### config.mk
export PLATFORM = sky130hd
export DESIGN_NAME = ipc_mailbox
export DESIGN_NICKNAME = d
export VERILOG_FILES = /design/src/rtl/mbx_pkg.sv /design/src/rtl/mbx_queue.sv /design/src/rtl/mbx_user_irq.sv /design/src/rtl/ipc_mailbox.sv
export SDC_FILE = /design/constraint.sdc
export NUM_CORES = 1
export LEC_CHECK = 0
export ABC_AREA = 1
export CORE_UTILIZATION = 36
export CTS_CLUSTER_SIZE = 14
export DETAILED_ROUTE_END_ITERATION = 16
export GPL_ROUTABILITY_DRIVEN = 0
export PLACE_DENSITY = 0.52
export SYNTH_ARGS = -nofsm -noshare
export SYNTH_HDL_FRONTEND = slang
export SYNTH_HIERARCHICAL = 1
export SYNTH_SLANG_ARGS = --single-unit
### constraint.sdc
create_clock -name clk -period 2.5 [get_ports clk]
set_input_delay 0.5 -clock clk [delete_from_list [all_inputs] [get_ports clk]]
set_output_delay 0.5 -clock clk [all_outputs]
set_load 0.01 [all_outputs]
### src/rtl/mbx_pkg.sv
package mbx_pkg;
  localparam int WORD_W = 32;

  // Address regions selected by byte address bits [8:6]
  localparam logic [2:0] RGN_ID    = 3'd0;
  localparam logic [2:0] RGN_MSG   = 3'd1;
  localparam logic [2:0] RGN_FULL  = 3'd2;
  localparam logic [2:0] RGN_COUNT = 3'd3;

  // Sub-register within a user block, byte address bits [3:2]
  typedef enum logic [1:0] {
    USR_NONE = 2'd0,
    USR_STAT = 2'd1,
    USR_ENSET = 2'd2,
    USR_ENCLR = 2'd3
  } usr_reg_e;
endpackage

### src/rtl/mbx_queue.sv
module mbx_queue #(
  parameter int DEPTH = 4,
  parameter int DW = 32,
  localparam int PTR_W = $clog2(DEPTH),
  localparam int CNT_W = $clog2(DEPTH + 1)
) (
  input  logic             clk,
  input  logic             rst_n,
  input  logic             push,
  input  logic             pop,
  input  logic [DW-1:0]    wdata,
  output logic [DW-1:0]    head,
  output logic [CNT_W-1:0] count,
  output logic             full,
  output logic             empty,
  output logic             push_ok,
  output logic             nf_evt
);
  logic [DW-1:0]    mem [DEPTH];
  logic [PTR_W-1:0] wptr, wptr_n, rptr, rptr_n;
  logic [CNT_W-1:0] cnt_n;
  logic             pop_ok;

  assign full    = (count == CNT_W'(DEPTH));
  assign empty   = (count == '0);
  assign push_ok = push & ~full;
  assign pop_ok  = pop & ~empty;
  assign nf_evt  = pop_ok & full;
  assign head    = empty ? '0 : mem[rptr];

  always_comb begin
    wptr_n = wptr;
    rptr_n = rptr;
    cnt_n  = count;
    if (push_ok) begin
      wptr_n = (wptr == PTR_W'(DEPTH - 1)) ? '0 : wptr + 1'b1;
      cnt_n  = count + 1'b1;
    end
    if (pop_ok) begin
      rptr_n = (rptr == PTR_W'(DEPTH - 1)) ? '0 : rptr + 1'b1;
      cnt_n  = count - 1'b1;
    end
  end

  always_ff @(posedge clk or negedge rst_n) begin
    if (!rst_n) begin
      wptr  <= '0;
      rptr  <= '0;
      count <= '0;
    end else begin
      wptr  <= wptr_n;
      rptr  <= rptr_n;
      count <= cnt_n;
    end
  end

  // Storage carries no reset; written only when an entry is accepted
  always_ff @(posedge clk) begin
    if (push_ok) mem[wptr] <= wdata;
  end


  cnt_bound_chk: assert property (@(posedge clk) disable iff (!rst_n)
    count <= CNT_W'(DEPTH));

  drop_chk: assert property (@(posedge clk) disable iff (!rst_n)
    (push && full && !pop) |=> (count == $past(count)));

  pop_dec_chk: assert property (@(posedge clk) disable iff (!rst_n)
    (pop && !empty && !push) |=> (count == $past(count) - 1'b1));

  empty_pop_chk: assert property (@(posedge clk) disable iff (!rst_n)
    (pop && empty && !push) |=> (count == '0));
endmodule

### src/rtl/mbx_user_irq.sv
module mbx_user_irq #(
  parameter int EVW = 8,
  parameter int DW = 32
) (
  input  logic           clk,
  input  logic           rst_n,
  input  logic [EVW-1:0] evt,
  input  logic [EVW-1:0] level,
  input  logic           wr_stat,
  input  logic           wr_enset,
  input  logic           wr_enclr,
  input  logic [DW-1:0]  wdata,
  output logic [EVW-1:0] status,
  output logic [EVW-1:0] enable,
  output logic           irq
);
  logic [EVW-1:0] stat_n, en_n, clr_mask;

  assign clr_mask = wr_stat ? wdata[EVW-1:0] : '0;

  always_comb begin
    stat_n = (status & ~(clr_mask & ~level)) | evt;
    en_n   = enable;
    if (wr_enset)      en_n = enable | wdata[EVW-1:0];
    else if (wr_enclr) en_n = enable & ~wdata[EVW-1:0];
  end

  always_ff @(posedge clk or negedge rst_n) begin
    if (!rst_n) begin
      status <= '0;
      enable <= '0;
    end else begin
      status <= stat_n;
      enable <= en_n;
    end
  end

  assign irq = |(status & enable);


  irq_mask_chk: assert property (@(posedge clk) disable iff (!rst_n)
    (enable == '0) |-> !irq);

  evt_latch_chk: assert property (@(posedge clk) disable iff (!rst_n)
    (evt != '0) |=> ((status & $past(evt)) == $past(evt)));

  evt_irq_chk: assert property (@(posedge clk) disable iff (!rst_n)
    (((evt & enable) != '0) && !wr_enclr) |=> irq);

  hold_chk: assert property (@(posedge clk) disable iff (!rst_n)
    (wr_stat && ((status & level) != '0)) |=> ((status & $past(status & level)) != '0));
endmodule

### src/rtl/ipc_mailbox.sv
module ipc_mailbox
  import mbx_pkg::*;
#(
  parameter int          NUM_Q  = 4,
  parameter int          NUM_U  = 2,
  parameter int          DEPTH  = 4,
  parameter int          ADDR_W = 9,
  parameter logic [31:0] REV_ID = 32'h4D42_0100,
  localparam int         EVW    = 2 * NUM_Q,
  localparam int         CNT_W  = $clog2(DEPTH + 1),
  localparam int         QI_W   = (NUM_Q > 1) ? $clog2(NUM_Q) : 1,
  localparam int         UI_W   = (NUM_U > 1) ? $clog2(NUM_U) : 1
) (
  input  logic              clk,
  input  logic              rst_n,
  input  logic              bus_sel,
  input  logic              bus_wr,
  input  logic [ADDR_W-1:0] bus_addr,
  input  logic [31:0]       bus_wdata,
  output logic [31:0]       bus_rdata,
  output logic [NUM_U-1:0]  irq
);
  logic              acc, rd_acc, wr_acc;
  logic [2:0]        region;
  logic [3:0]        qfield, ufield;
  logic              q_hit, u_hit, user_area;
  logic [QI_W-1:0]   qi;
  logic [UI_W-1:0]   ui;
  usr_reg_e          usub;
  logic [31:0]       rd_n;

  logic [31:0]       q_head  [NUM_Q];
  logic [CNT_W-1:0]  q_cnt   [NUM_Q];
  logic [NUM_Q-1:0]  q_full, q_empty, q_push, q_pop, q_pok, q_nf;
  logic [EVW-1:0]    evt, level;
  logic [EVW-1:0]    u_stat  [NUM_U];
  logic [EVW-1:0]    u_en    [NUM_U];
  logic [NUM_U-1:0]  u_wstat, u_wset, u_wclr;

  // Address decode
  assign acc       = bus_sel & (bus_addr[1:0] == 2'b00);
  assign rd_acc    = acc & ~bus_wr;
  assign wr_acc    = acc & bus_wr;
  assign region    = bus_addr[8:6];
  assign user_area = bus_addr[8];
  assign qfield    = bus_addr[5:2];
  assign ufield    = bus_addr[7:4];
  assign q_hit     = !user_area && (int'(qfield) < NUM_Q);
  assign u_hit     = user_area && (int'(ufield) < NUM_U);
  assign qi        = qfield[QI_W-1:0];
  assign ui        = ufield[UI_W-1:0];
  assign usub      = usr_reg_e'(bus_addr[3:2]);

  // Queues
  for (genvar i = 0; i < NUM_Q; i++) begin : g_q
    assign q_push[i] = wr_acc & q_hit & (region == RGN_MSG) & (qi == QI_W'(i));
    assign q_pop[i]  = rd_acc & q_hit & (region == RGN_MSG) & (qi == QI_W'(i));

    mbx_queue #(.DEPTH(DEPTH), .DW(WORD_W)) u_queue (
      .clk     (clk),
      .rst_n   (rst_n),
      .push    (q_push[i]),
      .pop     (q_pop[i]),
      .wdata   (bus_wdata),
      .head    (q_head[i]),
      .count   (q_cnt[i]),
      .full    (q_full[i]),
      .empty   (q_empty[i]),
      .push_ok (q_pok[i]),
      .nf_evt  (q_nf[i])
    );

    assign evt[2*i]     = q_pok[i];
    assign evt[2*i+1]   = q_nf[i];
    assign level[2*i]   = ~q_empty[i];
    assign level[2*i+1] = ~q_full[i];
  end

  // Per-user status, enable and interrupt line
  for (genvar u = 0; u < NUM_U; u++) begin : g_u
    assign u_wstat[u] = wr_acc & u_hit & (ui == UI_W'(u)) & (usub == USR_STAT);
    assign u_wset[u]  = wr_acc & u_hit & (ui == UI_W'(u)) & (usub == USR_ENSET);
    assign u_wclr[u]  = wr_acc & u_hit & (ui == UI_W'(u)) & (usub == USR_ENCLR);

    mbx_user_irq #(.EVW(EVW), .DW(WORD_W)) u_user (
      .clk      (clk),
      .rst_n    (rst_n),
      .evt      (evt),
      .level    (level),
      .wr_stat  (u_wstat[u]),
      .wr_enset (u_wset[u]),
      .wr_enclr (u_wclr[u]),
      .wdata    (bus_wdata),
      .status   (u_stat[u]),
      .enable   (u_en[u]),
      .irq      (irq[u])
    );
  end

  // Read multiplexer
  always_comb begin
    rd_n = '0;
    if (user_area) begin
      if (u_hit) begin
        unique case (usub)
          USR_STAT:             rd_n = 32'(u_stat[ui]);
          USR_ENSET, USR_ENCLR: rd_n = 32'(u_en[ui]);
          default:              rd_n = '0;
        endcase
      end
    end else begin
      unique case (region)
        RGN_ID:    rd_n = (qfield == '0) ? REV_ID : '0;
        RGN_MSG:   rd_n = q_hit ? q_head[qi] : '0;
        RGN_FULL:  rd_n = q_hit ? 32'(q_full[qi]) : '0;
        RGN_COUNT: rd_n = q_hit ? 32'(q_cnt[qi]) : '0;
        default:   rd_n = '0;
      endcase
    end
  end

  always_ff @(posedge clk or negedge rst_n) begin
    if (!rst_n)      bus_rdata <= '0;
    else if (rd_acc) bus_rdata <= rd_n;
  end


  one_op_chk: assert property (@(posedge clk) disable iff (!rst_n)
    $onehot0({q_push, q_pop}));

  rdata_hold_chk: assert property (@(posedge clk) disable iff (!rst_n)
    !rd_acc |=> $stable(bus_rdata));
endmodule

# Word-level counts from Yosys, hierarchy flattened
# Memory sizes are Yosys's and may differ from the RTL's.
# Index checks and enable logic that the tools add are counted.
dict set report op_classes {
  addsub 16
  n_mul 0
  n_div 0
  n_lt_le_gt_ge 5
  n_eq_ne 18
  shifts 0
  n_mux 56
  n_bitwise 64
  reduce_logical 20
}
# cell n
set ops {}
lappend ops {{32-bit 2-to-1 mux} 9}
lappend ops {{32-bit one-hot mux with 4 select lines} 1}
lappend ops {{8-bit 2-to-1 mux} 12}
lappend ops {{8-bit AND} 8}
lappend ops {{32-bit binary-select mux with 2-bit select} 1}
lappend ops {{1-bit AND} 36}
lappend ops {{3-bit 2-to-1 mux} 11}
lappend ops {{8-bit inverter} 4}
lappend ops {{8-bit OR} 4}
lappend ops {{31-bit 2-to-1 mux} 1}
lappend ops {{2-bit == test, second input constant} 10}
lappend ops {{2-bit by 1-bit adder with 2-bit output, second input constant} 8}
lappend ops {{2-bit 2-to-1 mux} 8}
lappend ops {{8-bit one-hot mux with 2 select lines} 1}
lappend ops {{8-bit OR reduction} 2}
lappend ops {{3-bit zero test} 5}
lappend ops {{3-bit by 1-bit adder with 3-bit output, second input constant} 4}
lappend ops {{3-bit == test, second input constant} 4}
lappend ops {{2-bit nonzero test} 6}
lappend ops {{3-bit by 1-bit subtractor with 3-bit output, second input constant} 4}
lappend ops {{1-bit 2-to-1 mux} 10}
lappend ops {{1-bit inverter} 10}
lappend ops {{3-bit binary-select mux with 2-bit select} 1}
lappend ops {{3-bit by 2-bit == test with 1-bit output, second input constant} 2}
lappend ops {{15 further kinds} 17}
dict set report totals {
  register_bits 92
  latch_bits 0
  mem_bits_rw 512
  rom_bits 0
  inputBits 45
  output_inout_bits 34
  mem_count 4
}
# memory depth word_bits rd rd_ports_with_merged_regs wr line
set mem_list {}
lappend mem_list {{g_q[0].u_queue.mem} 4 32 1 0 1 mbx_queue.sv:19} ;# logic [DW-1:0] mem [DEPTH];
lappend mem_list {{g_q[1].u_queue.mem} 4 32 1 0 1 mbx_queue.sv:19}
lappend mem_list {{g_q[2].u_queue.mem} 4 32 1 0 1 mbx_queue.sv:19}
lappend mem_list {{g_q[3].u_queue.mem} 4 32 1 0 1 mbx_queue.sv:19}

# Longest topological paths before layout
dict set report logic_depth {
  depth_word 11
  ltp_mapped 16
  depth_no_buf 14
}

# Hierarchy
# The synthesis kept the hierarchy.
# module n_inst cells_each area_per_inst_um2 seq_area_each_um2
set modules_own_cells {}
lappend modules_own_cells {{mbx_queue at g_q[0].u_queue ...} 3 435 5413.9 4018.9}
lappend modules_own_cells {{mbx_queue at g_q[3].u_queue} 1 435 5412.7 4018.9}
lappend modules_own_cells {ipc_mailbox 1 442 2666.3 800.8}
lappend modules_own_cells {mbx_user_irq 2 98 724.4 400.4}

# Least setup slack after synthesis
# Ideal clock, no wire load.
dict set report synth_path {
  kind {in2reg}
  from {in bus_addr[4]}
  to {mem g_q[0].u_queue.mem[0][0], enable pin}
  setup_ps 421
  arrival_time_ps 2865
  required_time_ps 2079
  slack_ps -786
  stages 9
  n_path_buf 1
  path_cell_list {buf_2 -> inv_4 -> nand3_2 -> inv_2 -> nand2_2 -> or2_2 -> nor2_1 -> nand2_1 -> nor2_1}
}
dict set report synth_via {
  elab_chain_cells 8
}
# item line
set synth_rtl {}
lappend synth_rtl {{start, declared} ipc_mailbox.sv:18} ;# input logic [ADDR_W-1:0] bus_addr,
lappend synth_rtl {{4-bit by 3-bit < comparator with 1-bit output} ipc_mailbox.sv:48} ;# assign q_hit = !user_area && (int'(qfield) < NUM_Q);
lappend synth_rtl {{1-bit logical AND} ipc_mailbox.sv:48}
lappend synth_rtl {{1-bit AND (3 in series)} ipc_mailbox.sv:56} ;# assign q_push[i] = wr_acc & q_hit & (region == RGN_MSG) & (qi == QI_W'(i));
lappend synth_rtl {{via q_push[0]} ipc_mailbox.sv:34} ;# logic [NUM_Q-1:0] q_full, q_empty, q_push, q_pop, q_pok, q_nf;
lappend synth_rtl {{1-bit AND} mbx_queue.sv:26} ;# assign push_ok = push & ~full;
lappend synth_rtl {{1-bit 2-to-1 mux} mbx_queue.sv:59} ;# if (push_ok) mem[wptr] <= wdata;
lappend synth_rtl {{1-bit 2-to-1 mux (not written as such)} mbx_queue.sv:59}
lappend synth_rtl {{end, declared} mbx_queue.sv:19}
# The timed path passes the listed nets, and every way through them passes these cells.

==> impl_metrics.py <==
metrics = {
    "routing": {
        "firstDrtPassIters": 6,
        "remaining_drc_errors": 0,
        "route.detailed.vias_per_inst": 5.07,
        "via_count": 18000,
        "wl_per_cell_um": 21.0,
        "ant_nets": 0,
        "drt_wl_total_mm": 74.6,
        "detail_route.iter0.violations": 1539,
    },
    "floorplanning": {
        "core_area_um2": 70400,
        "io_pins": 79,
        "start_util_pct": 36.6,
        "die_w_um": 270,
        "die_area_um2": 72700,
        "die-height_um": 270,
        "num_rows": 97,
    },
    "sta": {
        "skew_ns": 0.0267,
        "hold_viol": 0,
        "worst_pin_slew_ns": 0.697,
        "fmax_ghz": 0.416,
        "fin_hold_ws_ns": 0.421,
        "drv_slew": 0,
        "rsz0062_at_grt": "false",
        "fin_crit_ns": 2.40,
        "period_share_pct": 96.1,
        "slew_headroom_pct": 53.4,
        "setup_viol": 0,
    },
    "worst_setup_path": {
        "cpMaxStageDelayCell": "clkdlybuf4s50_1",
        "reg2reg_slack_ns": 0.31,
        "rr_endpoint": "bus_rdata[1]",
        "worst_path_largest_cell_delay_ns": 0.49,
        "path_cells": "nand2_1 -> nand2_1 -> nor2_1 -> nand2_1 -> clkdlybuf4s50_1",
        "cp_max_fo": 3,
        "worstSetupEndpointType": "primary output",
        "arrival_ns": 1.90,
        "critical_path_class": "register to primary output",
        "cp.required_ns": 2.00,
        "critical_path.most_common_cell": "nand2_1",
        "worstRegToRegCells": 10,
        "cp-start-kind": "register",
        "reg2reg_from": "g_q[0].u_queue/count[0]",
    },
    "final_layout": {
        "drive_gt1_share_pct": 12.5,
        "multi_input_comb_area_um2": 7020,
        "syn2layout_area_growth_pct": 20.6,
        "final_cells": 3559,
        "fin_nets": 2633,
        "final.fill_count": 6632,
        "final_util_pct": 44.2,
        "design_area_um2": 31100,
        "seq_area_um2": 17700,
    },
    "cts": {
        "post_cts_buffers": 0,
        "htree_levels": 3,
        "clkTransAtPathRegs_ns": 0.06,
        "clk_latency_ns": 0.61,
        "cts_tree": "done",
        "clock-sinks": 604,
        "cts_root_buf": "clkbuf_16",
        "clockBufferDepth": 3,
        "cts_buffers": 67,
    },
    "global_routing": {
        "grt_pass1_vias": 17700,
        "grt.met1_usage_pct": 29.2,
        "grt_antenna_before_repair": 3,
        "grt_pass1_wl_mm": 111,
        "grt_usage_pct": 20.4,
        "grtUsageMet3_pct": 3.35,
        "grtUsageMet2_pct": 31.9,
        "grt_busiest_layer": "met2",
        "grt_max_degree": 37,
        "grt_overflow": 0,
    },
    "place": {
        "placed_area_um2": 28900,
        "dp.cells": 3434,
        "dp_hpwl_mm": 50.9,
        "port_buffers": 78,
    },
    "synth": {
        "synth_area_um2": 25800,
        "avgSynthCellArea_um2": 10.8,
        "post_synth_num_cell_types": 29,
        "synth-seq-area-share_pct": 68.6,
        "synthCells": 2378,
        "synth_nets": 2447,
        "ys_ff_latch": 604,
        "synth_warnings": 6,
    },
    "pwr": {
        "clkPwrFrac_pct": 45.9,
        "swShare_pct": 21.0,
        "p_int_w": 0.0171,
        "p_comb_share_pct": 3.5,
        "peakVddDrop_mv": 0.423,
        "p_leak_nw": 11.2,
        "power.share.sequential_pct": 50.6,
        "powerDensity_nw_per_um2": 697,
        "power_switching_w": 0.00455,
    },
    "outcome": {
        "outcome": "finished clean",
    },
    "worst_hold_path": {
        "hp-class": "input port to asynchronous set/reset pin",
    },
    "job": {
        "maxCapViolCount": 0,
    },
}
how the worst max path moves through the flow:
stage,cells past startpoint,endpoint,start,slack [ns]
global placement,10,g_q[0].u_queue/mem[3][4],bus_addr[6],-0.22
detailed placement,10,g_q[0].u_queue/mem[3][3],bus_addr[6],-0.25
global route,5,irq[1],register,0.04
finish,5,irq[1],register,0.1
CTS,5,irq[0],register,0.09
floorplan,9,g_q[0].u_queue/mem[0][0],bus_addr[4],-0.31
critical path: cells and delay by family (launching register included):
family / cells / cell delay (ns)
DFF: 1 / 0.41
and+or+nand+nor: 4 / 0.42
buffers and inverters: 1 / 0.49
state kept, by name, summed over array words and instances (netlist names), named ones only:
register and flops:
g_q.u_queue/wptr 8, g_q.u_queue/rptr 8, g_q.u_queue/mem 512, g_u.u_user/status 16, g_q.u_queue/count 12, bus_rdata 32
stage by stage:
stage               setup slack [ns]  total power (W)  setup TNS (ns)
finish                        0.0980           0.0217               0
global route                  0.0437           0.0223               0
CTS                           0.0938           0.0219               0
detailed placement            -0.246           0.0119          -91.42
global placement              -0.216           0.0119          -88.24
floorplan                     -0.305           0.0114         -156.20
power groups by stage:
| stage | sequential [W] | clock, W | combinational [W] |
|---|---|---|---|
| after floorplan | 0.0112 | 0 | 0.000213 |
| after global placement | 0.0112 | 0 | 0.000759 |
| after detailed placement | 0.0112 | 0 | 0.000766 |
| after CTS | 0.0110 | 0.0102 | 0.000768 |
| after global routing | 0.0110 | 0.0105 | 0.000816 |
| final | 0.0110 | 0.00995 | 0.000763 |
area by class of cell:
cell class / instances / share of cell area, %
timing repair buffer: 243 / 8.27
sequential: 604 / 56.9
clock buffer: 91 / 6.08
antenna: 2 / 0.0161
multi-input combinational: 1539 / 22.6
tap: 940 / 3.78
clock inverter: 31 / 1.06
inverter: 109 / 1.33
routing by layer:
layer | wire length, µm | part of all wire [%]
met1 | 34300 | 46
met4 | 1390 | 1.9
met5 | 0 | 0
met2 | 34200 | 46
met3 | 4800 | 6.4
logic make-up after synthesis:
| group | count (synthesis) | synth area share [%] |
|---|---|---|
| adder cells (fa/ha/maj) | 24 | 1.28 |
| buffers and inverters | 235 | 4.66 |
| AO/OA/AOI/OAI | 466 | 9.38 |
| flip-flops | 604 | 68.6 |
| XOR/XNOR | 4 | 0.136 |
| AND/OR/NAND/NOR | 1045 | 15.9 |
cell usage in the layout (no fill, tap or decap), drive strengths merged:
cell	n
nor2	590
nand3	34
a22o	17
clkbuf	91
clkinvlp	1
dfrtp	92
xor2	4
ha	20
fa	4
bufinv	6
edfxtp	512
clkdlybuf4s50	77
inv	112
diode	2
buf	165
nand2	385
o22ai	5
a21oi	140
nand4	34
clkinv	21
dlygate4sd3	1
or2	2
o21ai	304
cell usage after synthesis:
library cell	number	area (µm²)
nor2_4	2	22.5
fa_1	4	80.1
ha_1	20	250
nand2_4	1	11.3
o22ai_1	5	31.3
buf_4	11	82.6
nor2_2	5	31.3
o21ai_1	193	966
edfxtp_1	512	15400
nand4_1	34	213
buf_2	55	275
nand2_2	6	37.5
nor2_1	583	2190
nand2_1	378	1420
buf_6	25	282
inv_4	2	12.5
inv_2	22	82.6
dfrtp_1	92	2300
xor2_1	4	35.0
a22o_1	17	149
nand3_1	33	165
a21oi_1	136	681
clkbuf_1	23	86.3
inv_1	85	319
or2_2	2	12.5
clkbuf_2	12	60.1
a21oi_2	4	35.0
o21ai_0	111	556
nand3_2	1	10.0
what timing repair did:
item	in CTS	in global routing
gates resized for setup	0	1
hold buffers	1	0
hold endpoints to repair	28	0
endpoints found under the setup margin	0	1
Power figures use the tool's default switching activity.
